==> src/rtl/pfw_pkg.sv <==
package pfw_pkg;

  typedef enum logic [2:0] {
    OUT_FAULT     = 3'd0,
    OUT_REGNOP    = 3'd1,
    OUT_DROP_TYPE = 3'd2,
    OUT_OWNED     = 3'd3,
    OUT_MERGED    = 3'd4,
    OUT_DROP_FULL = 3'd5,
    OUT_ISSUED    = 3'd6
  } outKind_e;

  localparam logic [2:0] MEMTYPE_WB = 3'd6;
  localparam logic [7:0] OPC_ESC    = 8'h0F;
  localparam logic [7:0] OPC_MAIN   = 8'h0D;
  localparam logic [2:0] REG_SEL    = 3'd1;

  typedef struct packed {
    logic alloc;
    logic upgrade;
  } pfwStrobe_t;

endpackage

==> src/rtl/pfw_ctrl.sv <==
module pfw_ctrl
  import pfw_pkg::*;
(
  input  logic       clk,
  input  logic       rstN,
  input  logic       reqValid,
  input  logic [7:0] reqOpEsc,
  input  logic [7:0] reqOpMain,
  input  logic [7:0] reqModrm,
  input  logic       reqLock,
  input  logic [2:0] reqMemType,
  input  logic [1:0] lkState,
  input  logic       matchHit,
  input  logic       tableFull,
  output pfwStrobe_t strobe,
  output logic       outValid,
  output outKind_e   outKind,
  output logic       udFault,
  output logic       dbgRegOperand
);

  logic     recog;
  logic     regOperand;
  outKind_e kindNext;
  logic     unusedRm;

  assign unusedRm   = ^reqModrm[2:0];
  assign recog      = reqValid && (reqOpEsc == OPC_ESC) && (reqOpMain == OPC_MAIN)
                      && (reqModrm[5:3] == REG_SEL);
  assign regOperand = (reqModrm[7:6] == 2'b11);

  // priority chain: lock, register operand, memory type, owned hit, merge, full
  always_comb begin
    strobe   = '0;
    kindNext = OUT_FAULT;
    if (reqLock) begin
      kindNext = OUT_FAULT;
    end else if (regOperand) begin
      kindNext = OUT_REGNOP;
    end else if (reqMemType != MEMTYPE_WB) begin
      kindNext = OUT_DROP_TYPE;
    end else if (lkState[1]) begin
      kindNext = OUT_OWNED;
    end else if (matchHit) begin
      kindNext = OUT_MERGED;
    end else if (tableFull) begin
      kindNext = OUT_DROP_FULL;
    end else begin
      kindNext       = OUT_ISSUED;
      strobe.alloc   = recog;
      strobe.upgrade = (lkState == 2'd1);
    end
  end

  always_ff @(posedge clk) begin
    if (!rstN) begin
      outValid      <= 1'b0;
      outKind       <= OUT_FAULT;
      udFault       <= 1'b0;
      dbgRegOperand <= 1'b0;
    end else begin
      outValid <= recog;
      outKind  <= recog ? kindNext : OUT_FAULT;
      udFault  <= recog && reqLock;
      if (recog && !reqLock && regOperand) dbgRegOperand <= 1'b1;
    end
  end

  p_lock_fault_r2: assert property (@(posedge clk) disable iff (!rstN)
    (recog && reqLock) |=> (udFault && outValid && outKind == OUT_FAULT));

  p_reg_sticky_r3: assert property (@(posedge clk) disable iff (!rstN)
    dbgRegOperand |=> dbgRegOperand);

  p_type_drop_r4: assert property (@(posedge clk) disable iff (!rstN)
    (recog && !reqLock && !regOperand && reqMemType != MEMTYPE_WB)
      |=> (outKind == OUT_DROP_TYPE && !udFault));

  p_owned_hit_r5: assert property (@(posedge clk) disable iff (!rstN)
    (recog && !reqLock && !regOperand && reqMemType == MEMTYPE_WB && lkState[1])
      |=> (outKind == OUT_OWNED));

  p_no_overfill_r9: assert property (@(posedge clk) disable iff (!rstN)
    strobe.alloc |-> !tableFull);

endmodule

==> src/rtl/pfw_datapath.sv <==
module pfw_datapath
  import pfw_pkg::*;
#(
  parameter int ADDR_W     = 32,
  parameter int LINE_BYTES = 64,
  parameter int ENTRIES    = 4,
  localparam int OFF_W     = $clog2(LINE_BYTES),
  localparam int ID_W      = (ENTRIES > 1) ? $clog2(ENTRIES) : 1
) (
  input  logic              clk,
  input  logic              rstN,
  input  logic [ADDR_W-1:0] reqAddr,
  input  pfwStrobe_t        strobe,
  output logic [ADDR_W-1:0] lineAddr,
  output logic              matchHit,
  output logic              tableFull,
  output logic              tableEmpty,
  output logic              busReqValid,
  output logic              busReqUpgrade,
  output logic [ADDR_W-1:0] busReqAddr,
  output logic [ID_W-1:0]   busReqId,
  input  logic              busReqReady,
  input  logic              busDoneValid,
  input  logic [ID_W-1:0]   busDoneId
);

  logic [ENTRIES-1:0] entValid, entSent, entUpg, matchVec, pendVec;
  logic [ADDR_W-1:0]  entAddr [ENTRIES];
  logic [ID_W-1:0]    freeIdx, pendIdx;
  logic               unusedLow;

  assign unusedLow = ^reqAddr[OFF_W-1:0];
  assign lineAddr  = {reqAddr[ADDR_W-1:OFF_W], {OFF_W{1'b0}}};

  for (genvar g = 0; g < ENTRIES; g++) begin : g_cmp
    assign matchVec[g] = entValid[g] && (entAddr[g] == lineAddr);
    assign pendVec[g]  = entValid[g] && !entSent[g];
  end

  assign matchHit   = |matchVec;
  assign tableFull  = &entValid;
  assign tableEmpty = ~|entValid;

  always_comb begin
    freeIdx = '0;
    pendIdx = '0;
    for (int i = ENTRIES - 1; i >= 0; i--) begin
      if (!entValid[i]) freeIdx = ID_W'(i);
      if (pendVec[i])   pendIdx = ID_W'(i);
    end
  end

  assign busReqValid   = |pendVec;
  assign busReqAddr    = entAddr[pendIdx];
  assign busReqUpgrade = entUpg[pendIdx];
  assign busReqId      = pendIdx;

  always_ff @(posedge clk) begin
    if (!rstN) begin
      entValid <= '0;
      entSent  <= '0;
      entUpg   <= '0;
      for (int i = 0; i < ENTRIES; i++) entAddr[i] <= '0;
    end else begin
      if (strobe.alloc) begin
        entValid[freeIdx] <= 1'b1;
        entSent[freeIdx]  <= 1'b0;
        entUpg[freeIdx]   <= strobe.upgrade;
        entAddr[freeIdx]  <= lineAddr;
      end
      if (busReqValid && busReqReady) entSent[pendIdx] <= 1'b1;
      if (busDoneValid && entValid[busDoneId] && entSent[busDoneId])
        entValid[busDoneId] <= 1'b0;
    end
  end

  p_line_align_r6: assert property (@(posedge clk) disable iff (!rstN)
    busReqValid |-> (busReqAddr[OFF_W-1:0] == '0));

  p_bus_needs_entry_r10: assert property (@(posedge clk) disable iff (!rstN)
    busReqValid |-> !tableEmpty);

  p_alloc_raises_bus_r12: assert property (@(posedge clk) disable iff (!rstN)
    strobe.alloc |=> busReqValid);

endmodule

==> src/rtl/pfw_handler.sv <==
module pfw_handler
  import pfw_pkg::*;
#(
  parameter int ADDR_W     = 32,
  parameter int LINE_BYTES = 64,
  parameter int ENTRIES    = 4,
  localparam int ID_W      = (ENTRIES > 1) ? $clog2(ENTRIES) : 1
) (
  input  logic              clk,
  input  logic              rstN,
  input  logic              reqValid,
  input  logic [7:0]        reqOpEsc,
  input  logic [7:0]        reqOpMain,
  input  logic [7:0]        reqModrm,
  input  logic              reqLock,
  input  logic [ADDR_W-1:0] reqAddr,
  input  logic [2:0]        reqMemType,
  output logic [ADDR_W-1:0] lkLineAddr,
  input  logic [1:0]        lkState,
  output logic              busReqValid,
  output logic              busReqUpgrade,
  output logic [ADDR_W-1:0] busReqAddr,
  output logic [ID_W-1:0]   busReqId,
  input  logic              busReqReady,
  input  logic              busDoneValid,
  input  logic [ID_W-1:0]   busDoneId,
  input  logic              serReq,
  output logic              serAck,
  output logic              outValid,
  output logic [2:0]        outKind,
  output logic              udFault,
  output logic              dbgRegOperand
);

  pfwStrobe_t strobe;
  logic       matchHit, tableFull, tableEmpty;
  outKind_e   kindW;

  pfw_ctrl u_ctrl (
    .clk(clk), .rstN(rstN), .reqValid(reqValid), .reqOpEsc(reqOpEsc),
    .reqOpMain(reqOpMain), .reqModrm(reqModrm), .reqLock(reqLock),
    .reqMemType(reqMemType), .lkState(lkState), .matchHit(matchHit),
    .tableFull(tableFull), .strobe(strobe), .outValid(outValid),
    .outKind(kindW), .udFault(udFault), .dbgRegOperand(dbgRegOperand)
  );

  pfw_datapath #(.ADDR_W(ADDR_W), .LINE_BYTES(LINE_BYTES), .ENTRIES(ENTRIES)) u_dp (
    .clk(clk), .rstN(rstN), .reqAddr(reqAddr), .strobe(strobe),
    .lineAddr(lkLineAddr), .matchHit(matchHit), .tableFull(tableFull),
    .tableEmpty(tableEmpty), .busReqValid(busReqValid),
    .busReqUpgrade(busReqUpgrade), .busReqAddr(busReqAddr), .busReqId(busReqId),
    .busReqReady(busReqReady), .busDoneValid(busDoneValid), .busDoneId(busDoneId)
  );

  assign outKind = kindW;
  assign serAck  = serReq && tableEmpty;

  p_drain_r11: assert property (@(posedge clk) disable iff (!rstN)
    serAck |-> !busReqValid);

endmodule

==> config.mk <==
export PLATFORM = sky130hd
export DESIGN_NAME = pfw_handler
export DESIGN_NICKNAME = d
export VERILOG_FILES = /design/src/rtl/pfw_pkg.sv /design/src/rtl/pfw_ctrl.sv /design/src/rtl/pfw_datapath.sv /design/src/rtl/pfw_handler.sv
export SDC_FILE = /design/constraint.sdc
export NUM_CORES = 1
export LEC_CHECK = 0
export BUFFER_PORTS_ARGS = -buffer_cell sky130_fd_sc_hd__buf_4
export CORE_MARGIN = 10
export CORE_UTILIZATION = 40
export DETAILED_ROUTE_END_ITERATION = 12
export GPL_TIMING_DRIVEN = 0
export MAX_ROUTING_LAYER = met4
export PLACE_DENSITY = 0.71
export SLEW_MARGIN = 20
export SYNTH_ARGS = -nofsm -noshare
export SYNTH_HDL_FRONTEND = slang
export SYNTH_SLANG_ARGS = --single-unit
==> constraint.sdc <==
create_clock -name clk -period 2.7 [get_ports clk]
set_input_delay 0 -clock clk [delete_from_list [all_inputs] [get_ports clk]]
set_output_delay 0 -clock clk [all_outputs]
set_load 0.05 [all_outputs]
# --- Word level (Yosys, flattened, before mapping) ---
# Memory sizes are Yosys's and may differ from the RTL's.
# Cells that the tools add are included.
classes:
  order_cmp: 6
  n_eq_ne: 10
  n_mux: 45
  n_bitwise: 8
  n_reduce_logical: 35
ops:
  columns: ["cell", "n"]
  rows:
  - ["$eq A32 B32 Y1", 4]
  - ["$mux W2", 19]
  - ["$mux W26", 1]
  - ["$reduce_or A26 Y1", 1]
  - ["$mux W4", 6]
  - ["$logic_and A1 B1 Y1", 21]
  - ["$eq A8 B4 Y1 const B", 2]
  - ["$reduce_or A4 Y1", 4]
  - ["$mux W1", 12]
  - ["$lt A2 B3 Y1 const B", 3]
  - ["$and A4 B4 Y4", 2]
  - ["$not A4 Y4", 2]
  - ["$or A4 B4 Y4", 2]
  - ["$bmux W1 S2", 3]
  - ["$demux W1 S2", 3]
  - ["$ge A2 B1 Y1 const B", 3]
  - ["$logic_not A1 Y1", 6]
  - ["$reduce_or A6 Y1", 1]
  - ["$bwmux W4", 1]
  - ["$reduce_and A4 Y1", 1]
  - ["$eq A3 B1 Y1 const B", 1]
  - ["$ne A3 B3 Y1 const B", 1]
  - ["$reduce_or A3 Y1", 1]
  - ["$eq A2 B1 Y1 const B", 1]
  - ["other kinds (2)", 3]
totals:
  regBits: 18
  ram_bits: 104
  inputBits: 70
  output_inout_bits: 75
  elab_cells: 114
  n_memories: 1
memory_table:
  columns: ["memory", "words", "word_bits", "read_ports", "rd_clocked_by_memory_dff", "wr", "line_no", "rtl"]
  rows:
  - ["u_dp.entAddr", 4, 26, 5, 0, 4, "pfw_datapath.sv:28", "logic [ADDR_W-1:0] entAddr [ENTRIES];"]

# --- Longest topological paths before layout ---
logic_depth:
  depth_word: 15
  ltp_mapped: 10
  depth_no_buf: 7

# --- By module ---
# Synthesis repeated with hierarchy kept, for this count alone.
unflattened:
  cells_unflattened: 656
  hier_area_um2: 6726.5
by_module_without_submodules:
  columns: ["module", "n_inst", "cells_each", "area_each_um2", "seq_area_each_um2"]
  rows:
  - ["pfw_datapath", 1, 620, 6398.6, 3363.2]
  - ["pfw_ctrl", 1, 35, 321.6, 120.1]
  - ["pfw_handler", 1, 1, 6.3, 0.0]

# --- Worst setup path before layout ---
# Ideal clock, no wire load.
synth_timing:
  path_kind: "register -> output"
  from: "register u_dp.entSent[0]"
  to: "output busReqAddr[22]"
  arrival_ns: 2.778
  required_ns: 2.700
  path_slack_ns: -0.078
  stages_incl_launch_ff: 7
  path_buffers: 1
  path_cell_list: "dfxtp_1 -> nand2b_1 -> nand2_1 -> a21oi_1 -> buf_1 -> mux2i_1 -> o21ai_0"
synth_via:
  elab_chain_len: 4
synth_rtl:
  columns: ["element", "line_no", "rtl"]
  rows:
  - ["start: declaration", "pfw_datapath.sv:27", "logic [ENTRIES-1:0] entValid, entSent, entUpg, matchVec, pendVec;"]
  - ["start signal: assignment", "pfw_datapath.sv:61", "entSent <= '0;"]
  - ["start signal: indexed assignment", "pfw_datapath.sv:67", "entSent[freeIdx] <= 1'b0;"]
  - ["start signal: indexed assignment", "pfw_datapath.sv:71", "if (busReqValid && busReqReady) entSent[pendIdx] <= 1'b1;"]
  - ["$logic_not A1 Y1", "pfw_datapath.sv:37", "assign pendVec[g] = entValid[g] && !entSent[g];"]
  - ["$logic_and A1 B1 Y1", "pfw_datapath.sv:37", null]
  - ["$mux W2", "pfw_datapath.sv:49", "if (pendVec[i]) pendIdx = ID_W'(i);"]
  - ["via busReqId[1]", "pfw_handler.sv:23", "output logic [ID_W-1:0] busReqId,"]
  - ["$mem_v2 Z4 W26", null, null]
  - ["end: declaration", "pfw_handler.sv:22", "output logic [ADDR_W-1:0] busReqAddr,"]
# The timed path passes the listed nets, and every way through them passes these cells.

==> results.rst <==
.. list-table::
   :header-rows: 1

   * - Metric
     - Value
   * - Cell Int Power
     - 3.85 mW
   * - Cell repeated most along the worst path
     - sky130_fd_sc_hd__nand4_1
   * - # rows
     - 47
   * - Worst reg2reg path depth
     - 8
   * - Total global routing overflow
     - 0
   * - Average wire per standard cell
     - 20.6 um
   * - Cell at the slowest stage of the critical path
     - sky130_fd_sc_hd__edfxtp_1
   * - Static Leakage
     - 3.20 nW
   * - Largest net degree at the start of global routing
     - 27
   * - Remaining number of nets flagged by the antenna check after routing
     - 0
   * - Number of hold violations in the final report
     - 1
   * - Clock tree from TritonCTS
     - built
   * - Residual DRC count
     - 0
   * - Die extent in x
     - 151 um
   * - Effective utilization at floorplan
     - 0.410
   * - Post-synth top flop
     - sky130_fd_sc_hd__edfxtp_1
   * - Number of global-route vias before repair
     - 5518
   * - Maximum fanout along the worst path
     - 12
   * - Status
     - finished, violations left
   * - Clock insertion delay at the later pin of the skew report
     - 0.42 ns
   * - Post-Syn Area per Cell
     - 10.4 um2
   * - Minimum setup slack among reg-to-reg paths
     - 0.08 ns
   * - Post-synth EDFFs
     - 104
   * - Maximum clock rate
     - 0.381 GHz
   * - Endpoints failing setup
     - 0
   * - Syn Std Cell Area
     - 6830 um2
   * - Area of the core
     - 16600 um2
   * - Violations in the final reports
     - negative hold slack, max-capacitance violations, max-slew violations
   * - Total length of routed wires
     - 21300 um
   * - Slew at the pin closest to its max-slew limit
     - 1.63 ns
   * - Total number of vias
     - 5527
   * - TritonCTS buffer count
     - 17
   * - Setup crit end kind
     - register
   * - Total power density per cell area
     - 585 nW/um2
   * - Final worst clock skew
     - 0.00772 ns
   * - Antenna violations before repair
     - 0
   * - Number of port buffers
     - 97
   * - Clock-pin slew of the registers on the worst-case setup and hold paths
     - 0.06 ns
   * - List of cells traversed by the critical path
     - xnor2_2 -> nand4_1 -> nor4_2 -> a22oi_2 -> nand4_1 -> buf_6 -> buf_8 -> nand2_2
   * - Placement Cell Area
     - 7890 um2
   * - Worst slew margin relative to its limit
     - -0.0842
   * - Pre-Repair DR Iteration Count
     - 6
   * - Final max-slew violation count
     - 15
   * - Sink of the worst hold path
     - u_ctrl.outKind[1]
   * - Number of distinct library cell variants in the gate-level netlist after synthesis
     - 45
   * - Psw
     - 1.36 mW
   * - Antenna Diode Count
     - 0
   * - Worst Setup Start Kind
     - register
   * - Relative contribution of sequential cells to total power
     - 0.417
   * - P&R area growth vs syn
     - 30.5%
   * - Worst min path class
     - primary input to register
   * - Warnings, synthesis
     - 0
   * - Hold path startpoint
     - reqMemType[0]
   * - Required time reported for the critical path endpoint
     - 2.74 ns
   * - Minimum hold slack
     - -0.00888 ns
   * - Top-level I/O count
     - 145
   * - HPWL after detailed placement
     - 14900 um
   * - Overall global routing resource usage
     - 0.188
   * - Slowest cell delay on critical path
     - 0.42 ns
   * - Clock Power Share
     - 0.440
   * - RR Startpoint
     - u_dp.entAddr[3][14]
   * - Vias per inst
     - 5.35
   * - Die area
     - 22700 um2
   * - Max_cap viols
     - 1
   * - Cell at the root of the clock tree
     - sky130_fd_sc_hd__clkbuf_16
   * - Post-Route Utilization
     - 0.535
   * - Post-synthesis cell count
     - 655
   * - Final Instance Area
     - 8900 um2
   * - Clock sink total
     - 122
   * - Floorplan die height
     - 151 um
   * - First-pass GRT wire length
     - 31300 um
   * - Synthesized flop and latch total
     - 122
   * - Sequential fraction of the synthesis area
     - 0.510
   * - Worst EP arrival
     - 2.67 ns
   * - Drt initial violations
     - 672
   * - Final worst path period need
     - 2.62 ns
   * - Worst reg2reg endpoint
     - u_dp.entAddr[2][9]
   * - Maximum clock path buffer count
     - 2
   * - Hold depth
     - 3
   * - Critical path type
     - register to register
   * - RSZ-0062 raised after global routing
     - yes
   * - Number of H-tree branching levels
     - 4
   * - Peak supply drop
     - 0.411 mV
   * - FFs w/ async S/R, synth
     - 0
   * - Fraction of layout cells with a size suffix above 1
     - 0.301
   * - Last weighted congestion value of the routability-driven placer
     - 0.910
   * - Final worst path period share
     - 0.971
   * - NumNets Final
     - 871
   * - Switching portion of total power
     - 0.261
   * - Combinational fraction of design power
     - 0.143
worst max-delay path by stage:
stage	start	endpoint	slack (ns)	cells past startpoint
global route	u_dp.entAddr[2][22]	u_dp.entAddr[0][25]	-0.02	9
detailed placement	u_dp.entAddr[3][20]	u_dp.entAddr[2][22]	-0.95	8
CTS	u_dp.entAddr[0][11]	u_dp.entAddr[0][23]	0.01	9
finish	u_dp.entAddr[3][14]	u_dp.entAddr[2][9]	0.08	8
global placement	u_dp.entAddr[3][20]	u_dp.entAddr[2][22]	-1.39	8
floorplan	u_dp.entAddr[2][20]	u_dp.entAddr[0][0]	0.03	9
synth_stat cells, types with 7 or more instances:
library cell / number / area (um2)
sky130_fd_sc_hd__nor2_1: 110 / 413
sky130_fd_sc_hd__edfxtp_1: 104 / 3120
sky130_fd_sc_hd__xnor2_1: 104 / 911
sky130_fd_sc_hd__nand2_1: 44 / 165
sky130_fd_sc_hd__buf_4: 38 / 285
sky130_fd_sc_hd__o21ai_0: 32 / 160
sky130_fd_sc_hd__buf_2: 30 / 150
sky130_fd_sc_hd__a22oi_1: 29 / 218
sky130_fd_sc_hd__mux2i_1: 29 / 290
sky130_fd_sc_hd__nand4_1: 29 / 181
sky130_fd_sc_hd__clkbuf_1: 18 / 67.6
sky130_fd_sc_hd__dfxtp_1: 18 / 360
sky130_fd_sc_hd__nand3_1: 7 / 35.0
sky130_fd_sc_hd__nor3_1: 7 / 35.0
sequential cells by signal, indices dropped and copies added, names as in the netlist:
register and flops:
u_ctrl.udFault 1, u_dp.entUpg 4, u_dp.entAddr 104, u_ctrl.dbgRegOperand 1, u_ctrl.outKind 3, u_dp.entSent 4
u_ctrl.outValid 1, u_dp.entValid 4
per-stage QoR:
stage	total power, mW	std cells	setup WS, ns	TNS [ns]
6_report	5.21	1034	0.0772	0
5_1_grt	5.37	1034	-0.0210	-0.239
4_1_cts	5.19	1028	0.0143	0
3_5_place_dp	2.91	983	-0.947	-72.81
3_3_place_gp	2.90	983	-1.39	-120.81
2_1_floorplan	2.68	666	0.0284	0
area by class of cell:
| cell class | instances | area, um2 |
|---|---|---|
| fillers | 1502 | 7740 |
| flip-flops and latches | 122 | 3480 |
| multi-input cells | 454 | 3050 |
| repair buffers | 112 | 883 |
| plain buffers | 92 | 608 |
| clock buffers | 17 | 425 |
| well taps | 220 | 275 |
| clock inverters | 15 | 176 |
| inverters | 2 | 7.51 |
kinds of logic after synthesis:
| kind of cell | synth area share |
|---|---|
| flops | 0.510 |
| mux | 0.0425 |
| simple gates | 0.160 |
| other cells | 0.000549 |
| buf+inv | 0.0814 |
| compound gates | 0.0713 |
| xor+xnor | 0.133 |
critical path, delay by kind of cell, from the launching register on:
| family | cells | cell delay, ns |
|---|---|---|
| AOI/OAI and AO/OA | 1 | 0.21 |
| xor gates and xnor gates | 1 | 0.22 |
| buffers and inverters | 2 | 0.40 |
| DFF | 1 | 0.42 |
| and+or+nand+nor | 4 | 0.98 |
layout by cell type (no fill, tap or decap), types with 6 or more instances in the layout:
cell and instances:
sky130_fd_sc_hd__clkbuf_1 8, sky130_fd_sc_hd__nand4_1 29, sky130_fd_sc_hd__nand2_1 40, sky130_fd_sc_hd__xnor2_2 9, sky130_fd_sc_hd__nor3_1 6, sky130_fd_sc_hd__a22oi_1 27, sky130_fd_sc_hd__clkbuf_16 17, sky130_fd_sc_hd__dlygate4sd3_1 12
sky130_fd_sc_hd__mux2i_1 29, sky130_fd_sc_hd__conb_1 12, sky130_fd_sc_hd__o21ai_0 22, sky130_fd_sc_hd__nor2_1 110, sky130_fd_sc_hd__buf_2 28, sky130_fd_sc_hd__xnor2_1 95, sky130_fd_sc_hd__o21ai_1 10, sky130_fd_sc_hd__edfxtp_1 104
sky130_fd_sc_hd__nand3_1 7, sky130_fd_sc_hd__dfxtp_1 18, sky130_fd_sc_hd__clkbuf_2 7, sky130_fd_sc_hd__buf_4 139
power by group through the flow:
stage	combinational (mW)	sequential (mW)	clock (mW)
after floorplan	0.490	2.20	0
after global placement	0.697	2.20	0
after detailed placement	0.700	2.21	0
after CTS	0.728	2.17	2.30
after global routing	0.782	2.18	2.40
final	0.745	2.17	2.29
routing by layer:
metal | routed length (um) | share of wire | vias to the layer above | track usage
met2 | 10600 | 0.50 | 313 | 0.307
met4 | 453 | 0.021 | 0 | 0.0669
met3 | 2260 | 0.11 | 39 | 0.0399
met5 | 0 | 0 | - | -
met1 | 8060 | 0.38 | 2619 | 0.227
li1 | - | - | 2556 | -
what timing repair did:
item / in CTS / in global routing
pin swaps: 0 / 6
setup endpoints to repair: 137 / 148
resized for setup: 37 / 25
endpoints found under the hold margin: 13 / 0
buffers inserted: 0 / 3
gates cloned: 0 / 4
hold buffers: 13 / 0
(Power assumes the default switching activity.)
